===== src/rtl/mcic_pkg.sv =====
package mcic_pkg;

    localparam int unsigned    ID_W        = 10;
    localparam logic [ID_W-1:0] SPURIOUS_ID = 10'd1023;

    localparam logic [11:0] OFS_INFO    = 12'h000;
    localparam logic [11:0] OFS_EN_SET  = 12'h030;
    localparam logic [11:0] OFS_EN_CLR  = 12'h034;
    localparam logic [11:0] OFS_ACK     = 12'h044;
    localparam logic [11:0] OFS_MSK_SET = 12'h048;
    localparam logic [11:0] OFS_MSK_CLR = 12'h04C;
    localparam logic [11:0] OFS_ROUTE   = 12'h100;

    typedef enum logic [2:0] {
        OP_NONE,
        OP_EN_SET,
        OP_EN_CLR,
        OP_MSK_SET,
        OP_MSK_CLR,
        OP_ROUTE
    } wr_op_e;

endpackage


===== src/rtl/mcic_decode.sv =====
module mcic_decode
    import mcic_pkg::*;
#(
    parameter int unsigned NUM_SRC = 64
) (
    input  logic                       wr_en,
    input  logic [11:0]                addr,
    input  logic [31:0]                wdata,
    output wr_op_e                     op,
    output logic [$clog2(NUM_SRC)-1:0] idx,
    output logic                       rt_hit,
    output logic [$clog2(NUM_SRC)-1:0] rt_idx
);

    localparam int unsigned     SRC_W = $clog2(NUM_SRC);
    localparam logic [ID_W-1:0] LIM   = ID_W'(NUM_SRC);

    logic [ID_W-1:0] wr_idx;
    logic [11:0]     rt_off;
    logic            idx_ok;
    logic            unused_hi;

    assign wr_idx    = wdata[ID_W-1:0];
    assign idx_ok    = wr_idx < LIM;
    assign unused_hi = ^wdata[31:ID_W];
    assign rt_off    = addr - OFS_ROUTE;
    assign rt_hit    = (addr >= OFS_ROUTE) && (addr[1:0] == 2'b00) && (rt_off[11:2] < LIM);
    assign rt_idx    = rt_off[SRC_W+1:2];

    always_comb begin
        op  = OP_NONE;
        idx = wr_idx[SRC_W-1:0];
        if (wr_en) begin
            case (addr)
                OFS_EN_SET:  if (idx_ok) op = OP_EN_SET;
                OFS_EN_CLR:  if (idx_ok) op = OP_EN_CLR;
                OFS_MSK_SET: if (idx_ok) op = OP_MSK_SET;
                OFS_MSK_CLR: if (idx_ok) op = OP_MSK_CLR;
                default: begin
                    if (rt_hit) begin
                        op  = OP_ROUTE;
                        idx = rt_idx;
                    end
                end
            endcase
        end
    end

endmodule


===== src/rtl/mcic_state.sv =====
module mcic_state
    import mcic_pkg::*;
#(
    parameter int unsigned NUM_SRC = 64,
    parameter int unsigned NUM_CPU = 4,
    parameter int unsigned PC_N    = 29,
    localparam int unsigned SRC_W  = $clog2(NUM_SRC),
    localparam int unsigned CPU_W  = (NUM_CPU > 1) ? $clog2(NUM_CPU) : 1
) (
    input  logic                             clk,
    input  logic                             rst_n,
    input  wr_op_e                           op,
    input  logic [SRC_W-1:0]                 idx,
    input  logic [CPU_W-1:0]                 wr_cpu,
    input  logic [NUM_CPU-1:0]               rt_wdata,
    output logic [NUM_SRC-1:0]               gen_en,
    output logic [NUM_CPU-1:0][PC_N-1:0]     mask,
    output logic [NUM_SRC-1:0][NUM_CPU-1:0]  route
);

    typedef struct packed {
        logic [NUM_SRC-1:0]              en;
        logic [NUM_CPU-1:0][PC_N-1:0]    msk;
        logic [NUM_SRC-1:0][NUM_CPU-1:0] rt;
    } st_t;

    st_t st_d, st_q;

    always_comb begin
        st_d = st_q;
        case (op)
            OP_EN_SET: st_d.en[idx] = 1'b1;
            OP_EN_CLR: st_d.en[idx] = 1'b0;
            OP_MSK_SET, OP_MSK_CLR: begin
                for (int c = 0; c < NUM_CPU; c++) begin
                    for (int s = 0; s < PC_N; s++) begin
                        if ((wr_cpu == CPU_W'(c)) && (idx == SRC_W'(s))) begin
                            st_d.msk[c][s] = (op == OP_MSK_SET);
                        end
                    end
                end
            end
            OP_ROUTE: st_d.rt[idx] = rt_wdata;
            default: ;
        endcase
    end

    always_ff @(posedge clk or negedge rst_n) begin
        if (!rst_n) begin
            st_q.en  <= '0;
            st_q.msk <= '1;
            st_q.rt  <= '0;
        end else begin
            st_q <= st_d;
        end
    end

    assign gen_en = st_q.en;
    assign mask   = st_q.msk;
    assign route  = st_q.rt;

endmodule


===== src/rtl/mcic_pick.sv =====
module mcic_pick
    import mcic_pkg::*;
#(
    parameter int unsigned NUM_SRC = 64
) (
    input  logic [NUM_SRC-1:0] pend,
    output logic [ID_W-1:0]    id
);

    always_comb begin
        id = SPURIOUS_ID;
        for (int s = NUM_SRC - 1; s >= 0; s--) begin
            if (pend[s]) begin
                id = ID_W'(s);
            end
        end
    end

endmodule


===== src/rtl/mcic_top.sv =====
module mcic_top
    import mcic_pkg::*;
#(
    parameter int unsigned NUM_SRC    = 64,
    parameter int unsigned NUM_CPU    = 4,
    parameter int unsigned LOCAL_LAST = 28,
    localparam int unsigned CPU_W     = (NUM_CPU > 1) ? $clog2(NUM_CPU) : 1
) (
    input  logic               clk,
    input  logic               rst_n,
    input  logic               wr_en,
    input  logic               rd_en,
    input  logic [11:0]        addr,
    input  logic [CPU_W-1:0]   acc_cpu,
    input  logic [31:0]        wdata,
    output logic [31:0]        rdata,
    input  logic [NUM_SRC-1:0] irq_src,
    output logic [NUM_CPU-1:0] cpu_irq
);

    localparam int unsigned     PC_N  = LOCAL_LAST + 1;
    localparam int unsigned     SRC_W = $clog2(NUM_SRC);
    localparam logic [ID_W-1:0] CNT   = ID_W'(NUM_SRC);

    typedef struct packed {
        logic [NUM_CPU-1:0][ID_W-1:0] ack;
        logic [31:0]                  rdata;
    } top_t;

    top_t top_d, top_q;

    wr_op_e                          op;
    logic [SRC_W-1:0]                idx;
    logic                            rt_hit;
    logic [SRC_W-1:0]                rt_idx;
    logic [NUM_SRC-1:0]              gen_en;
    logic [NUM_CPU-1:0][PC_N-1:0]    mask;
    logic [NUM_SRC-1:0][NUM_CPU-1:0] route;
    logic [NUM_CPU-1:0][NUM_SRC-1:0] pend;
    logic [NUM_CPU-1:0][ID_W-1:0]    pick_id;
    logic                            unused_local;

    assign unused_local = ^gen_en[PC_N-1:0];

    mcic_decode #(.NUM_SRC(NUM_SRC)) i_decode (
        .wr_en  (wr_en),
        .addr   (addr),
        .wdata  (wdata),
        .op     (op),
        .idx    (idx),
        .rt_hit (rt_hit),
        .rt_idx (rt_idx)
    );

    mcic_state #(.NUM_SRC(NUM_SRC), .NUM_CPU(NUM_CPU), .PC_N(PC_N)) i_state (
        .clk      (clk),
        .rst_n    (rst_n),
        .op       (op),
        .idx      (idx),
        .wr_cpu   (acc_cpu),
        .rt_wdata (wdata[NUM_CPU-1:0]),
        .gen_en   (gen_en),
        .mask     (mask),
        .route    (route)
    );

    for (genvar c = 0; c < NUM_CPU; c++) begin : g_cpu
        for (genvar s = 0; s < NUM_SRC; s++) begin : g_src
            if (s < PC_N) begin : g_local
                assign pend[c][s] = irq_src[s] & ~mask[c][s];
            end else begin : g_shared
                assign pend[c][s] = irq_src[s] & gen_en[s] & route[s][c];
            end
        end

        mcic_pick #(.NUM_SRC(NUM_SRC)) i_pick (
            .pend (pend[c]),
            .id   (pick_id[c])
        );

        assign cpu_irq[c] = (top_q.ack[c] != SPURIOUS_ID);
    end

    always_comb begin
        top_d       = top_q;
        top_d.ack   = pick_id;
        top_d.rdata = '0;
        if (rd_en) begin
            case (addr)
                OFS_INFO: top_d.rdata[11:2]     = CNT;
                OFS_ACK:  top_d.rdata[ID_W-1:0] = top_q.ack[acc_cpu];
                default: begin
                    if (rt_hit) begin
                        top_d.rdata[NUM_CPU-1:0] = route[rt_idx];
                    end
                end
            endcase
        end
    end

    always_ff @(posedge clk or negedge rst_n) begin
        if (!rst_n) begin
            top_q.ack   <= {NUM_CPU{SPURIOUS_ID}};
            top_q.rdata <= '0;
        end else begin
            top_q <= top_d;
        end
    end

    assign rdata = top_q.rdata;

endmodule


===== config.mk =====
export PLATFORM = sky130hd
export DESIGN_NAME = mcic_top
export DESIGN_NICKNAME = d
export VERILOG_FILES = /design/src/rtl/mcic_pkg.sv /design/src/rtl/mcic_decode.sv /design/src/rtl/mcic_state.sv /design/src/rtl/mcic_pick.sv /design/src/rtl/mcic_top.sv
export SDC_FILE = /design/constraint.sdc
export NUM_CORES = 1
export LEC_CHECK = 0
export BUFFER_PORTS_ARGS = -buffer_cell sky130_fd_sc_hd__buf_2
export CAP_MARGIN = 20
export CORE_AREA = 5 5 268 322
export DETAILED_ROUTE_END_ITERATION = 8
export DIE_AREA = 0 0 273 327
export PLACE_DENSITY = 0.55
export SYNTH_ARGS = -nofsm -noshare
export SYNTH_HDL_FRONTEND = slang
export SYNTH_SLANG_ARGS = --single-unit

===== constraint.sdc =====
create_clock -name clk -period 2.55 [get_ports clk]
set_input_delay 0.51 -clock clk [delete_from_list [all_inputs] [get_ports clk]]
set_output_delay 0.51 -clock clk [all_outputs]
set_load 0.005 [all_outputs]

Word level (Yosys, flattened, before mapping)
Index checks and enable logic that the tools add are counted.
{ "totals": {"regBits": 488, "input_bits": 114, "output_inout_bits": 36, "word_cells": 1172} }
{ "classes": {"add_sub_neg": 1, "magnitude_cmp": 7, "n_eq_ne": 45, "muxes": 281, "n_bitwise": 410, "reduce_logical": 242} }
{ "ops": {"columns": ["cell", "n"], "rows": [
  ["2-to-1 mux 10 bit", 258],
  ["AND 1 bit", 291],
  ["bitwise mux 256 bit", 1],
  ["AND reduction 2 bit", 116],
  ["one-hot mux 64 bit (2 select lines)", 1],
  ["logical AND 1 bit", 119],
  ["NOT 1 bit", 116],
  ["equality test 6 x 5 -> 1 bit (second input constant)", 13],
  ["AND 64 bit", 1],
  ["NOT 64 bit", 1],
  ["OR 64 bit", 1],
  ["equality test 6 x 4 -> 1 bit (second input constant)", 8],
  ["!= test 10 bit (second input constant)", 4],
  ["equality test 12 x 7 -> 1 bit (second input constant)", 3],
  ["binary-select mux 4 bit (select 6 bit)", 1],
  ["demux 4 bit (select 6 bit)", 1],
  ["equality test 12 x 6 -> 1 bit (second input constant)", 2],
  ["equality test 6 x 3 -> 1 bit (second input constant)", 4],
  ["binary-select mux 10 bit (select 2 bit)", 1],
  ["< comparator 10 x 7 -> 1 bit (second input constant)", 2],
  ["2-to-1 mux 6 bit", 3],
  ["< comparator 6 x 7 -> 1 bit (second input constant)", 2],
  ["equality test 6 x 2 -> 1 bit (second input constant)", 2],
  [">= comparator 12 x 9 -> 1 bit (second input constant)", 1],
  ["other kinds (23)", 34]
]} }

Logic depth before layout (Yosys ltp)
Gate-level depths: netlist of run 1.
{ "depth": {"word_depth": 66, "depth_mapped": 10, "mapped_depth_nobuf": 7} }

By module
From an unflattened synthesis of run 1, not the netlist that was laid out.
{ "unflattened": {"cells_unflattened": 2524, "hier_area_um2": 28269.6} }
{ "by_module_without_submodules": {"columns": ["module", "n_inst", "cells_per_inst", "area_per_inst_um2", "seq_area_each_um2"], "rows": [
  ["mcic_state", 1, 1322, 18714.2, 11055.6],
  ["mcic_top", 1, 603, 5913.2, 1301.2],
  ["mcic_pick", 4, 143, 844.6, 0.0],
  ["mcic_decode", 1, 27, 264.0, 0.0]
]} }

Worst setup path before layout of run 1
Ideal clock, no wire load.
{ "synth_timing": {"kind": "input -> register", "start": "input port addr[0]", "end": "register i_state.st_q, in the netlist i_state.route[68]", "setup_ns": 0.125, "t_arrival_ns": 2.268, "required_time_ns": 2.425, "setup_slack_ns": 0.157, "cell_stages": 9, "n_path_buf": 3, "cell_sequence": "nor4_4 > and4_1 > buf_4 > buf_6 > nand3_1 > o31a_1 > buf_6 > nor2_1 > mux2_2"} }
{ "synth_between": {"elab_chain_cells": 11, "word_cells_on_any_way": 24, "cone_classes": "add/sub: 1; order compare: 4; eq/ne: 5; mux: 9; reduce/logical: 5"} }
{ "synth_rtl": {"columns": ["element", "line", "text"], "rows": [
  ["start: declaration", "mcic_top.sv:13", "input logic [11:0] addr,"],
  ["subtractor 12 x 9 -> 12 bit, or another cell as far along", "mcic_decode.sv:26", "assign rt_off = addr - OFS_ROUTE;"],
  ["< comparator 10 x 7 -> 1 bit / logical AND 1 bit (equally long branches)", "mcic_decode.sv:27", "assign rt_hit = (addr >= OFS_ROUTE) && (addr[1:0] == 2'b00) && (rt_off[11:2] < LIM);"],
  ["logical AND 1 bit", "mcic_decode.sv:27", null],
  ["2-to-1 mux 6 bit", "mcic_decode.sv:40", "if (rt_hit) begin"],
  ["2-to-1 mux 6 bit", "mcic_decode.sv:34", "case (addr)"],
  ["2-to-1 mux 6 bit", "mcic_decode.sv:33", "if (wr_en) begin"],
  ["< comparator 6 x 7 -> 1 bit (implied by the code) / >= comparator 6 x 1 -> 1 bit (equally long branches)", "mcic_state.sv:43", "OP_ROUTE: st_d.rt[idx] = rt_wdata;"],
  ["logical AND 1 bit (implied by the code)", "mcic_state.sv:43", null],
  ["2-to-1 mux 4 bit (implied by the code)", "mcic_state.sv:43", null],
  ["demux 4 bit (select 6 bit)", null, null],
  ["bitwise mux 256 bit", "mcic_state.sv:43", null],
  ["end signal: assignment", "mcic_state.sv:54", "st_q <= st_d;"],
  ["end: declaration", "mcic_state.sv:27", "st_t st_d, st_q;"]
]} }
Parallel ways exist; a longest one is shown, timed or not.
A chain may end at the register's enable or synchronous reset.

Worst setup path after layout of run 1
{ "layout_timing": {"start": "register i_state.st_q, in the netlist i_state.mask[72]", "end": "register top_q[60] (netlist name)"} }
{ "layout_between": {"elab_chain_cells": 17} }
{ "layout_rtl": {"columns": ["element", "line", "text"], "rows": [
  ["NOT 1 bit", "mcic_top.sv:70", "assign pend[c][s] = irq_src[s] & ~mask[c][s];"],
  ["AND 1 bit", "mcic_top.sv:70", null],
  ["2-to-1 mux 10 bit (15 in a row)", "mcic_pick.sv:13", "if (pend[s]) begin"],
  ["end signal: assignment", "mcic_top.sv:106", "top_q <= top_d;"],
  ["end: declaration", "mcic_top.sv:30", "top_t top_d, top_q;"]
]} }
No other way between the ends.

==> results of run 1 <==
==> area by class of cell <==
type	instances	area share, %
multi-input combinational	1830	41.3
sequential	443	37.1
timing repair buffer	415	10.9
clock buffer	78	5.00
tap	1121	4.62
clock inverter	17	0.589
inverter	35	0.433
antenna	11	0.0907
==> through the flow <==
step           utilization, %  total power [mW]
2_1_floorplan               -              7.76
3_3_place_gp             34.5              8.56
3_5_place_dp             34.5              8.56
4_1_cts                  36.6              16.1
5_1_grt                  36.6              16.5
6_report                 36.6              16.0
==> synth_stat cells, drive strengths merged (11+ instances only) <==
cell | count | area [um^2]
nor4 | 14 | 103
dfstp | 144 | 3780
a21oi | 115 | 576
mux4 | 39 | 878
o2111ai | 11 | 96.3
and3 | 35 | 220
o21ai | 176 | 881
and4 | 12 | 105
mux2 | 254 | 2860
inv | 35 | 131
dfrtp | 299 | 7480
nor2b | 64 | 400
o31ai | 94 | 711
nand4 | 36 | 231
a22oi | 52 | 390
nand2b | 70 | 438
nand2 | 244 | 916
buf | 72 | 474
mux2i | 69 | 691
nor3 | 21 | 115
clkbuf | 73 | 274
nand3 | 172 | 866
a31oi | 28 | 188
nor2 | 169 | 664
==> timing repair <==
| action | 4_1_cts | 5_1_grt |
|---|---|---|
| hold endpoints to repair | 13 | 0 |
| resized for setup | 0 | 1 |
| hold buffers | 1 | 0 |
| endpoints found under the setup margin | 0 | 1 |
==> cell usage in the layout, fill, tap and decap left out, drive strengths merged, types with 12 or more instances in the layout <==
| cell type | netlist | final |
|---|---|---|
| conb | 1 | 22 |
| clkbuf | 73 | 78 |
| o31ai | 94 | 94 |
| and3 | 35 | 35 |
| clkinv | 0 | 13 |
| mux2 | 254 | 254 |
| nand2b | 70 | 70 |
| a22oi | 52 | 52 |
| nor2 | 169 | 169 |
| inv | 35 | 36 |
| nor3 | 21 | 21 |
| mux4 | 39 | 39 |
| mux2i | 69 | 69 |
| nor4 | 14 | 14 |
| dfstp | 144 | 144 |
| and4 | 12 | 12 |
| nor2b | 64 | 64 |
| nand4 | 36 | 36 |
| nand2 | 244 | 244 |
| nand3 | 172 | 172 |
| o21ai | 176 | 176 |
| a31oi | 28 | 28 |
| dfrtp | 299 | 299 |
| buf | 72 | 414 |
| a21oi | 115 | 115 |
==> registers in the layout (all words and copies together), names as in the netlist, named ones only <==
signal and flops:
top_q 28, rdata 8, i_state.route 256, i_state.mask 116
==> worst max-delay path: stages, from the launching register on <==
cell and delay, ns:
dfstp_2 0.53, nor2b_1 0.05, buf_4 0.14, nor2_1 0.29, nand2_1 0.13, nor3_1 0.27
nand4_1 0.16, nor4_1 0.48, buf_4 0.19, and4_1 0.16
==> worst paths after layout <==
check,from,to,slack (ns),cells past startpoint
hold / removal,rd_en,rdata[8]$_DFF_PN0_,0.19,2
hold reg to reg,i_state.route[63]$_DFFE_PN0P_,i_state.route[63]$_DFFE_PN0P_,0.48,2
min in group asynchronous,rst_n,i_state.route[146]$_DFFE_PN0P_,0.44,2
setup / recovery,i_state.mask[72]$_DFFE_PN1P_,top_q[60]$_DFF_PN1_,0.08,9
max in group asynchronous,rst_n,i_state.mask[22]$_DFFE_PN1P_,1.26,3
setup reg to reg,i_state.mask[72]$_DFFE_PN1P_,top_q[60]$_DFF_PN1_,0.08,9
==> kinds of logic after synthesis <==
family | Yosys count
AND/OR/NAND/NOR | 875
XOR/XNOR | 1
AO/OA/AOI/OAI | 570
flip-flops | 443
buffers and inverters | 180
other | 1
multiplexers | 362
==> metal layers <==
metal  vias up  GRT usage, %  part of all wire (%)
li1       9665             -                     -
met1     10500          26.0                    41
met2       767          34.2                    47
met3       249          3.76                   6.1
met4         4          10.2                   6.1
met5         -             0                 0.027
==> power by group through the flow <==
stage	registers (mW)	logic [mW]	clock network (mW)
3_5_place_dp	7.22	1.34	0
4_1_cts	7.10	1.35	7.68
6_report	7.10	1.35	7.53
3_3_place_gp	7.22	1.34	0
5_1_grt	7.10	1.44	7.97
2_1_floorplan	7.21	0.555	0
==> flow_metrics.py, run 1 <==
metrics = {
    "drt": {
        "wire_per_inst_um": 24.0,
        "via_per_inst": 5.35,
        "detail-route-antenna-nets": 0,
        "num_vias": 21200,
        "drt-initial-drc-count": 1633,
        "drtPass1Iterations": 8,
        "drc": 0,
        "drt_wl_total_mm": 94.8,
    },
    "placed_design": {
        "dp_slack_ns": -0.325,
        "portBuffers": 105,
        "dp_hpwl_mm": 74.3,
        "place_inst": 3843,
        "detailed_place.area_um2": 28600,
        "place.gp.congestion": 1.01,
    },
    "power": {
        "p_leak_nw": 13.6,
        "max-vdd-ir-drop_uv": 529,
        "p_sw_share_pct": 25.2,
        "seqPwrFrac_pct": 44.4,
        "power_switching_mw": 4.03,
        "pwr-share-clk_pct": 47.1,
        "combPwrFrac_pct": 8.4,
        "power_density_nw_per_um2": 526,
        "p_int_mw": 12.0,
    },
    "sta": {
        "setup_viol": 0,
        "tns_ns": 0,
        "final.min_clock_period_ns": 2.47,
        "worst_pin_slew_ns": 0.976,
        "period_share_pct": 96.7,
        "rsz0062_at_grt": "no",
        "skew_ns": 0.0384,
        "maxSlewHeadroom_pct": 34.7,
        "fin_ws_ns": 0.0829,
        "fin_hold_ws_ns": 0.192,
        "slew_violations": 0,
        "fmax_mhz": 405,
        "hold_viol": 0,
    },
    "synthesis": {
        "ys_seq_elements": 443,
        "yosys_warnings": 0,
        "synth-seq-area-share_pct": 45.8,
        "async_flop_share_pct": 100,
        "muxShareOfSynthArea_pct": 18.0,
        "synth_cell_types": 80,
        "synthCells": 2432,
        "synthSimpleGateAreaFrac_pct": 17.6,
        "synth_compound_area_share_pct": 14.9,
        "ys.flop_type": "dfrtp_1",
        "synth_enable_flop_cells": 0,
        "synthXorXnorAreaFrac_pct": 0.0356,
        "syn_area_per_cell_um2": 10.1,
        "synth_area_um2": 24600,
        "synth_top_family_by_area": "multiplexers",
        "synth_adder_area_share_pct": 0,
    },
    "floorplanning": {
        "start_util_pct": 29.7,
        "fp.coreArea_um2": 82900,
        "fp.dieArea_um2": 89300,
        "die_w_um": 273,
        "die_h_um": 327,
        "row_count": 116,
        "pin_count": 150,
    },
    "critical_path": {
        "crit_path_start_kind": "flip-flop",
        "critPathMaxFanout": 3,
        "arrival_ns": 3.01,
        "worstPathRequired_ns": 3.09,
        "worst-setup-path-type": "flip-flop to flip-flop",
        "end_kind": "flip-flop",
    },
    "grt": {
        "grt_max_degree": 86,
        "grt_pass1_wl_mm": 140,
        "grt_overflow_total": 0,
        "grt_pass1_vias": 21000,
        "antenna_found_initial": 16,
        "track_usage_pct": 20.7,
    },
    "flow_run": {
        "drv_cap": 0,
    },
    "clocking": {
        "numClockSinks": 443,
        "cts_tree": "done",
        "numCtsBuffers": 52,
        "cts-root-buf": "clkbuf_16",
        "h-tree-depth": 2,
        "clk_pin_slew_worst_paths_ns": 0.06,
        "clock_latency_ns": 0.61,
        "cts_setup_buffers": 0,
        "clockBufferDepth": 3,
    },
    "finish": {
        "final_area_um2": 30400,
        "multi_input_area_um2": 12500,
        "syn_to_final_growth_pct": 23.5,
        "seq_area_um2": 11300,
        "fin_nets": 2891,
        "final_cells": 3950,
        "nFillCells": 8417,
        "post_route_cells_drive_above_1_share_pct": 34.5,
    },
    "run_status": {
        "status": "complete, no violations",
    },
    "hold_path": {
        "hp-class": "input pin to flip-flop",
    },
}
(Power assumes the default switching activity.)
==> inputs of run 2 (changes only) <==
--- a/config.mk
+++ b/config.mk
@@ -7,9 +7,9 @@
 export LEC_CHECK = 0
 export BUFFER_PORTS_ARGS = -buffer_cell sky130_fd_sc_hd__buf_2
 export CAP_MARGIN = 20
-export CORE_AREA = 5 5 268 322
+export CORE_AREA = 2 2 265 319
 export DETAILED_ROUTE_END_ITERATION = 8
-export DIE_AREA = 0 0 273 327
+export DIE_AREA = 0 0 267 321
 export PLACE_DENSITY = 0.55
 export SYNTH_ARGS = -nofsm -noshare
 export SYNTH_HDL_FRONTEND = slang
==> flow_metrics.py, run 2 (synthesis results as in run 1) <==
metrics = {
    "floorplanning": {
        "fp.coreArea_um2": 82900,
        "fp.dieArea_um2": 85700,
        "row_count": 116,
        "pin_count": 150,
        "die_w_um": 267,
        "start_util_pct": 29.7,
        "die_h_um": 321,
    },
    "drt": {
        "drt_wl_total_mm": 94.8,
        "drt-initial-drc-count": 1872,
        "wire_per_inst_um": 23.9,
        "met3_length_mm": 6.16,
        "detail-route-antenna-nets": 0,
        "top_layer_used": "met5",
        "wirelength_met1_mm": 38.2,
        "via_per_inst": 5.39,
        "drtPass1Iterations": 5,
        "drc": 0,
        "num_vias": 21400,
        "dr_wl_met2_mm": 45.0,
    },
    "critical_path": {
        "crit_path_start_kind": "input pin",
        "startpoint": "addr[0]",
        "arrival_ns": 2.93,
        "r2r_start": "i_state.mask[60]$_DFFE_PN1P_",
        "critPathMaxFanout": 10,
        "worst-setup-path-type": "input pin to flip-flop",
        "worstPathRequired_ns": 3.04,
        "end_kind": "flip-flop",
    },
    "clocking": {
        "cts_tree": "done",
        "cts-root-buf": "clkbuf_16",
        "numClockSinks": 443,
        "clk_pin_slew_worst_paths_ns": 0.06,
        "clockBufferDepth": 3,
        "numCtsBuffers": 52,
        "h-tree-depth": 2,
        "clock_latency_ns": 0.62,
    },
    "sta": {
        "rsz0062_at_grt": "no",
        "final.min_clock_period_ns": 2.45,
        "skew_ns": 0.0261,
        "setup_viol": 0,
        "fmax_mhz": 409,
        "period_share_pct": 95.9,
        "maxSlewHeadroom_pct": 35.2,
        "worst_pin_slew_ns": 0.967,
        "tns_ns": 0,
        "hold_viol": 0,
        "slew_violations": 0,
    },
    "finish": {
        "syn_to_final_growth_pct": 24.3,
        "post_route_cells_drive_above_1_share_pct": 35.1,
        "final_core_util_pct": 36.9,
        "layout_commonest_cell": "dfrtp_1",
        "seq_area_um2": 11300,
        "nFillCells": 8375,
        "largest_register_ffs": 256,
        "fin_nets": 2912,
        "layout_common_cells": "299 x dfrtp_1, 293 x buf_4, 254 x mux2_2",
        "multi_input_area_um2": 12500,
    },
    "flow_run": {
        "drv_cap": 0,
    },
    "placed_design": {
        "dp_hpwl_mm": 74.6,
        "place.gp.congestion": 0.976,
        "portBuffers": 105,
    },
    "hold_path": {
        "hp-class": "input pin to flip-flop",
        "min_from": "rd_en",
    },
    "power": {
        "seqPwrFrac_pct": 44.2,
        "combPwrFrac_pct": 8.6,
        "p_leak_nw": 13.8,
        "max-vdd-ir-drop_uv": 409,
        "p_sw_share_pct": 25.2,
        "pwr-share-clk_pct": 47.2,
        "power_switching_mw": 4.04,
        "p_int_mw": 12.0,
        "power_density_nw_per_um2": 525,
    },
    "grt": {
        "grt_overflow_total": 0,
        "grt_pass1_wl_mm": 140,
        "grt_max_degree": 63,
        "grt_pass1_vias": 21300,
        "antenna_found_initial": 16,
        "track_usage_pct": 22.0,
    },
    "run_status": {
        "status": "complete, no violations",
    },
}
==> run 2: changes by cell type in the layout (fill, tap and decap cells not counted), moves of 2 or more <==
cell        change
bufinv_16       +2
clkinvlp_4      +2
buf_12          +3
clkbuf_1        -5
clkbuf_8        -6
clkinv_2        +4
clkinv_1        +3
diode_2         -8
buf_4          +18
==> run 2: power by group through the flow <==
stage	logic [mW]	clock network, mW	registers (mW)
3_5_place_dp	1.37	0	7.22
4_1_cts	1.37	7.74	7.10
2_1_floorplan	0.555	0	7.21
6_report	1.37	7.57	7.10
5_1_grt	1.47	8.00	7.10
3_3_place_gp	1.37	0	7.22
==> run 2: metal layers <==
layer / vias up / global-route usage [%]
met5: - / 0
met4: 12 / 11.3
li1: 9704 / -
met3: 237 / 3.83
met2: 822 / 36.4
met1: 10600 / 27.5
==> run 2: repair_timing <==
action,CTS,global route
gates resized for setup,0,0
hold endpoints to repair,35,0
setup buffers,0,0
hold buffers,1,0
==> run 2: final cells by class <==
type,count,area share [%]
antenna,3,0.0246
clock buffer,67,4.64
clock inverter,30,0.991
inverter,35,0.430
multi-input combinational,1830,41.0
sequential,443,36.9
tap,1121,4.59
timing repair buffer,436,11.5
==> run 2: worst max-delay path, stage by stage <==
cell and delay [ns]:
buf_2 0.11, nor4_4 0.42, nand4_2 0.34, a31oi_2 0.89, nor2_1 0.17, buf_4 0.22, mux2_2 0.26
==> run 2: per-stage QoR <==
stage                     cell area (um^2)  cells  worst slack, ns  hold WS (ns)  total power, mW
after CTS                            30600   3962            0.104         0.184             16.2
after floorplan                      24700   2453            0.157         0.214             7.76
final                                30600   3965            0.104         0.207             16.0
after global routing                 30600   3963          0.00241         0.197             16.6
after detailed placement             28800   3864           -0.443         0.470             8.58
after global placement               28800   3864           -0.453         0.457             8.58
==> run 2: path summary, 6_finish.rpt <==
check | end | slack (ns) | cells after the start
worst max-delay path | i_state.route[178]$_DFFE_PN0P_ | 0.10 | 7
worst min-delay path | rdata[8]$_DFF_PN0_ | 0.21 | 2
worst max register to register | top_q[52]$_DFF_PN1_ | 0.15 | 10
worst min register to register | i_state.route[63]$_DFFE_PN0P_ | 0.48 | 2
max in group asynchronous | i_state.route[5]$_DFFE_PN0P_ | 1.29 | 3
min in group asynchronous | i_state.route[177]$_DFFE_PN0P_ | 0.47 | 2
==> inputs of run 3 (changes only) <==
--- a/config.mk
+++ b/config.mk
@@ -5,9 +5,10 @@
 export SDC_FILE = /design/constraint.sdc
 export NUM_CORES = 1
 export LEC_CHECK = 0
-export BUFFER_PORTS_ARGS = -buffer_cell sky130_fd_sc_hd__buf_2
+export BUFFER_PORTS_ARGS = -buffer_cell sky130_fd_sc_hd__buf_4
 export CAP_MARGIN = 20
 export CORE_AREA = 2 2 265 319
+export CTS_BUF_LIST = sky130_fd_sc_hd__clkbuf_4 sky130_fd_sc_hd__clkbuf_8 sky130_fd_sc_hd__clkbuf_16
 export DETAILED_ROUTE_END_ITERATION = 8
 export DIE_AREA = 0 0 267 321
 export PLACE_DENSITY = 0.55
==> flow_metrics.py, run 3 (synthesis results as in run 1) <==
metrics = {
    "critical_path": {
        "end_kind": "flip-flop",
        "arrival_ns": 2.97,
        "crit_path_start_kind": "flip-flop",
        "worst-setup-path-type": "flip-flop to flip-flop",
        "worstPathRequired_ns": 3.07,
        "critPathMaxFanout": 3,
    },
    "clocking": {
        "cts_setup_buffers": 0,
        "cts-root-buf": "clkbuf_16",
        "clock_latency_ns": 0.63,
        "clk_pin_slew_worst_paths_ns": 0.06,
        "clockBufferDepth": 3,
        "cts_tree": "done",
        "numClockSinks": 443,
        "numCtsBuffers": 52,
        "h-tree-depth": 2,
    },
    "floorplanning": {
        "pin_count": 150,
        "start_util_pct": 29.7,
        "fp.coreArea_um2": 82900,
        "die_h_um": 321,
        "fp.dieArea_um2": 85700,
        "row_count": 116,
        "die_w_um": 267,
    },
    "grt": {
        "grt_overflow_total": 0,
        "track_usage_pct": 22.2,
        "antenna_found_initial": 7,
        "grt_max_degree": 71,
        "grt_pass1_vias": 21400,
        "grt_pass1_wl_mm": 140,
    },
    "sta": {
        "maxSlewHeadroom_pct": 34.0,
        "fin_hold_ws_ns": 0.178,
        "skew_ns": 0.0256,
        "hold_viol": 0,
        "slew_violations": 0,
        "rsz0062_at_grt": "no",
        "worst_pin_slew_ns": 0.985,
        "final.min_clock_period_ns": 2.46,
        "fmax_mhz": 407,
        "period_share_pct": 96.3,
        "setup_viol": 0,
    },
    "drt": {
        "via_per_inst": 5.36,
        "detail-route-antenna-nets": 0,
        "drc": 0,
        "drtPass1Iterations": 5,
        "wire_per_inst_um": 24.1,
        "drt-initial-drc-count": 1733,
        "drt_wl_total_mm": 95.8,
        "num_vias": 21300,
    },
    "finish": {
        "fin_nets": 2925,
        "post_route_cells_drive_above_1_share_pct": 35.8,
        "layout_common_cells": "413 x buf_4, 299 x dfrtp_1, 254 x mux2_2",
        "final_cells": 3976,
        "largest_register_ffs": 256,
        "layout_commonest_cell": "buf_4",
        "final_area_um2": 30900,
        "final_core_util_pct": 37.3,
        "syn_to_final_growth_pct": 25.9,
    },
    "hold_path": {
        "hp-class": "input pin to flip-flop",
    },
    "power": {
        "max-vdd-ir-drop_uv": 470,
        "p_leak_nw": 13.9,
        "power_density_nw_per_um2": 528,
    },
    "placed_design": {
        "detailed_place.area_um2": 29100,
        "place.gp.congestion": 0.963,
        "dp_hpwl_mm": 75.4,
        "portBuffers": 105,
        "place_inst": 3877,
    },
    "flow_run": {
        "drv_cap": 0,
    },
    "run_status": {
        "status": "complete, no violations",
    },
}
## run 3: cell count changes in the layout (fill, tap and decap cells not counted), moves of 2 or more
cell / delta
buf_4: +120
buf_2: -103
clkbuf_1: -9
clkbuf_4: +9
buf_12: -4
clkinv_1: -3
clkbuf_16: +2
clkinv_2: -2
clkinvlp_4: +2
## run 3: through the flow
step / setup slack [ns] / setup TNS [ns] / power, mW
after global placement: -0.442 / -37.51 / 8.62
after detailed placement: -0.490 / -47.89 / 8.62
after floorplan: 0.157 / 0 / 7.76
after global routing: 0.00688 / 0 / 16.8
final: 0.0939 / 0 / 16.3
after CTS: 0.0709 / 0 / 16.4
## run 3: where the power goes
| group | switching (mW) | internal, mW | leakage (nW) | total, mW |
|---|---|---|---|---|
| Sequential | 0.0194 | 7.08 | 5.66 | 7.10 |
| Combinational | 0.902 | 0.513 | 7.37 | 1.41 |
| Clock | 3.20 | 4.62 | 0.885 | 7.81 |
| Total | 4.12 | 12.2 | 13.9 | 16.3 |
## run 3: final timing paths
path,start,to,slack [ns],cells after the start
min in group asynchronous,rst_n,async pin,0.48,2
min reg2reg,i_state.route[31]$_DFFE_PN0P_,i_state.route[31]$_DFFE_PN0P_,0.48,2
max reg2reg,flip-flop,top_q[43]$_DFF_PN1_,0.09,9
max in group asynchronous,rst_n,i_state.route[58]$_DFFE_PN0P_,1.24,3
min,rd_en,rdata[8]$_DFF_PN0_,0.18,2
max,flip-flop,top_q[43]$_DFF_PN1_,0.09,9
## run 3: layer usage
metal	GRT usage [%]	vias to the layer above	wire, um
met3	3.44	225	5510
met4	12.0	6	5580
li1	-	9726	-
met5	0	-	42
met1	27.4	10600	38900
met2	37.0	753	45800
## run 3: layout make-up
| class | instances | area, um^2 |
|---|---|---|
| antenna | 4 | 10.0 |
| clock buffer | 68 | 1490 |
| clock inverter | 26 | 288 |
| fill | 8362 | 51900 |
| inverter | 35 | 131 |
| multi-input combinational | 1830 | 12600 |
| sequential | 443 | 11300 |
| tap | 1121 | 1400 |
| timing repair buffer | 449 | 3810 |
## run 3: critical path, cell delays in order, from the launching register on
cell     delay (ns)
dfrtp_1        0.46
buf_4          0.17
and3_1         0.17
or2_2          0.32
a311o_1        0.31
a21oi_1        0.18
buf_4          0.16
o21a_1         0.13
o21ai_0        0.16
a21oi_1        0.27
## run 3: repair_timing
item	4_1_cts	5_1_grt
hold endpoints to repair	19	0
setup endpoints to repair	0	1
resized for setup	0	2
hold buffers	1	0
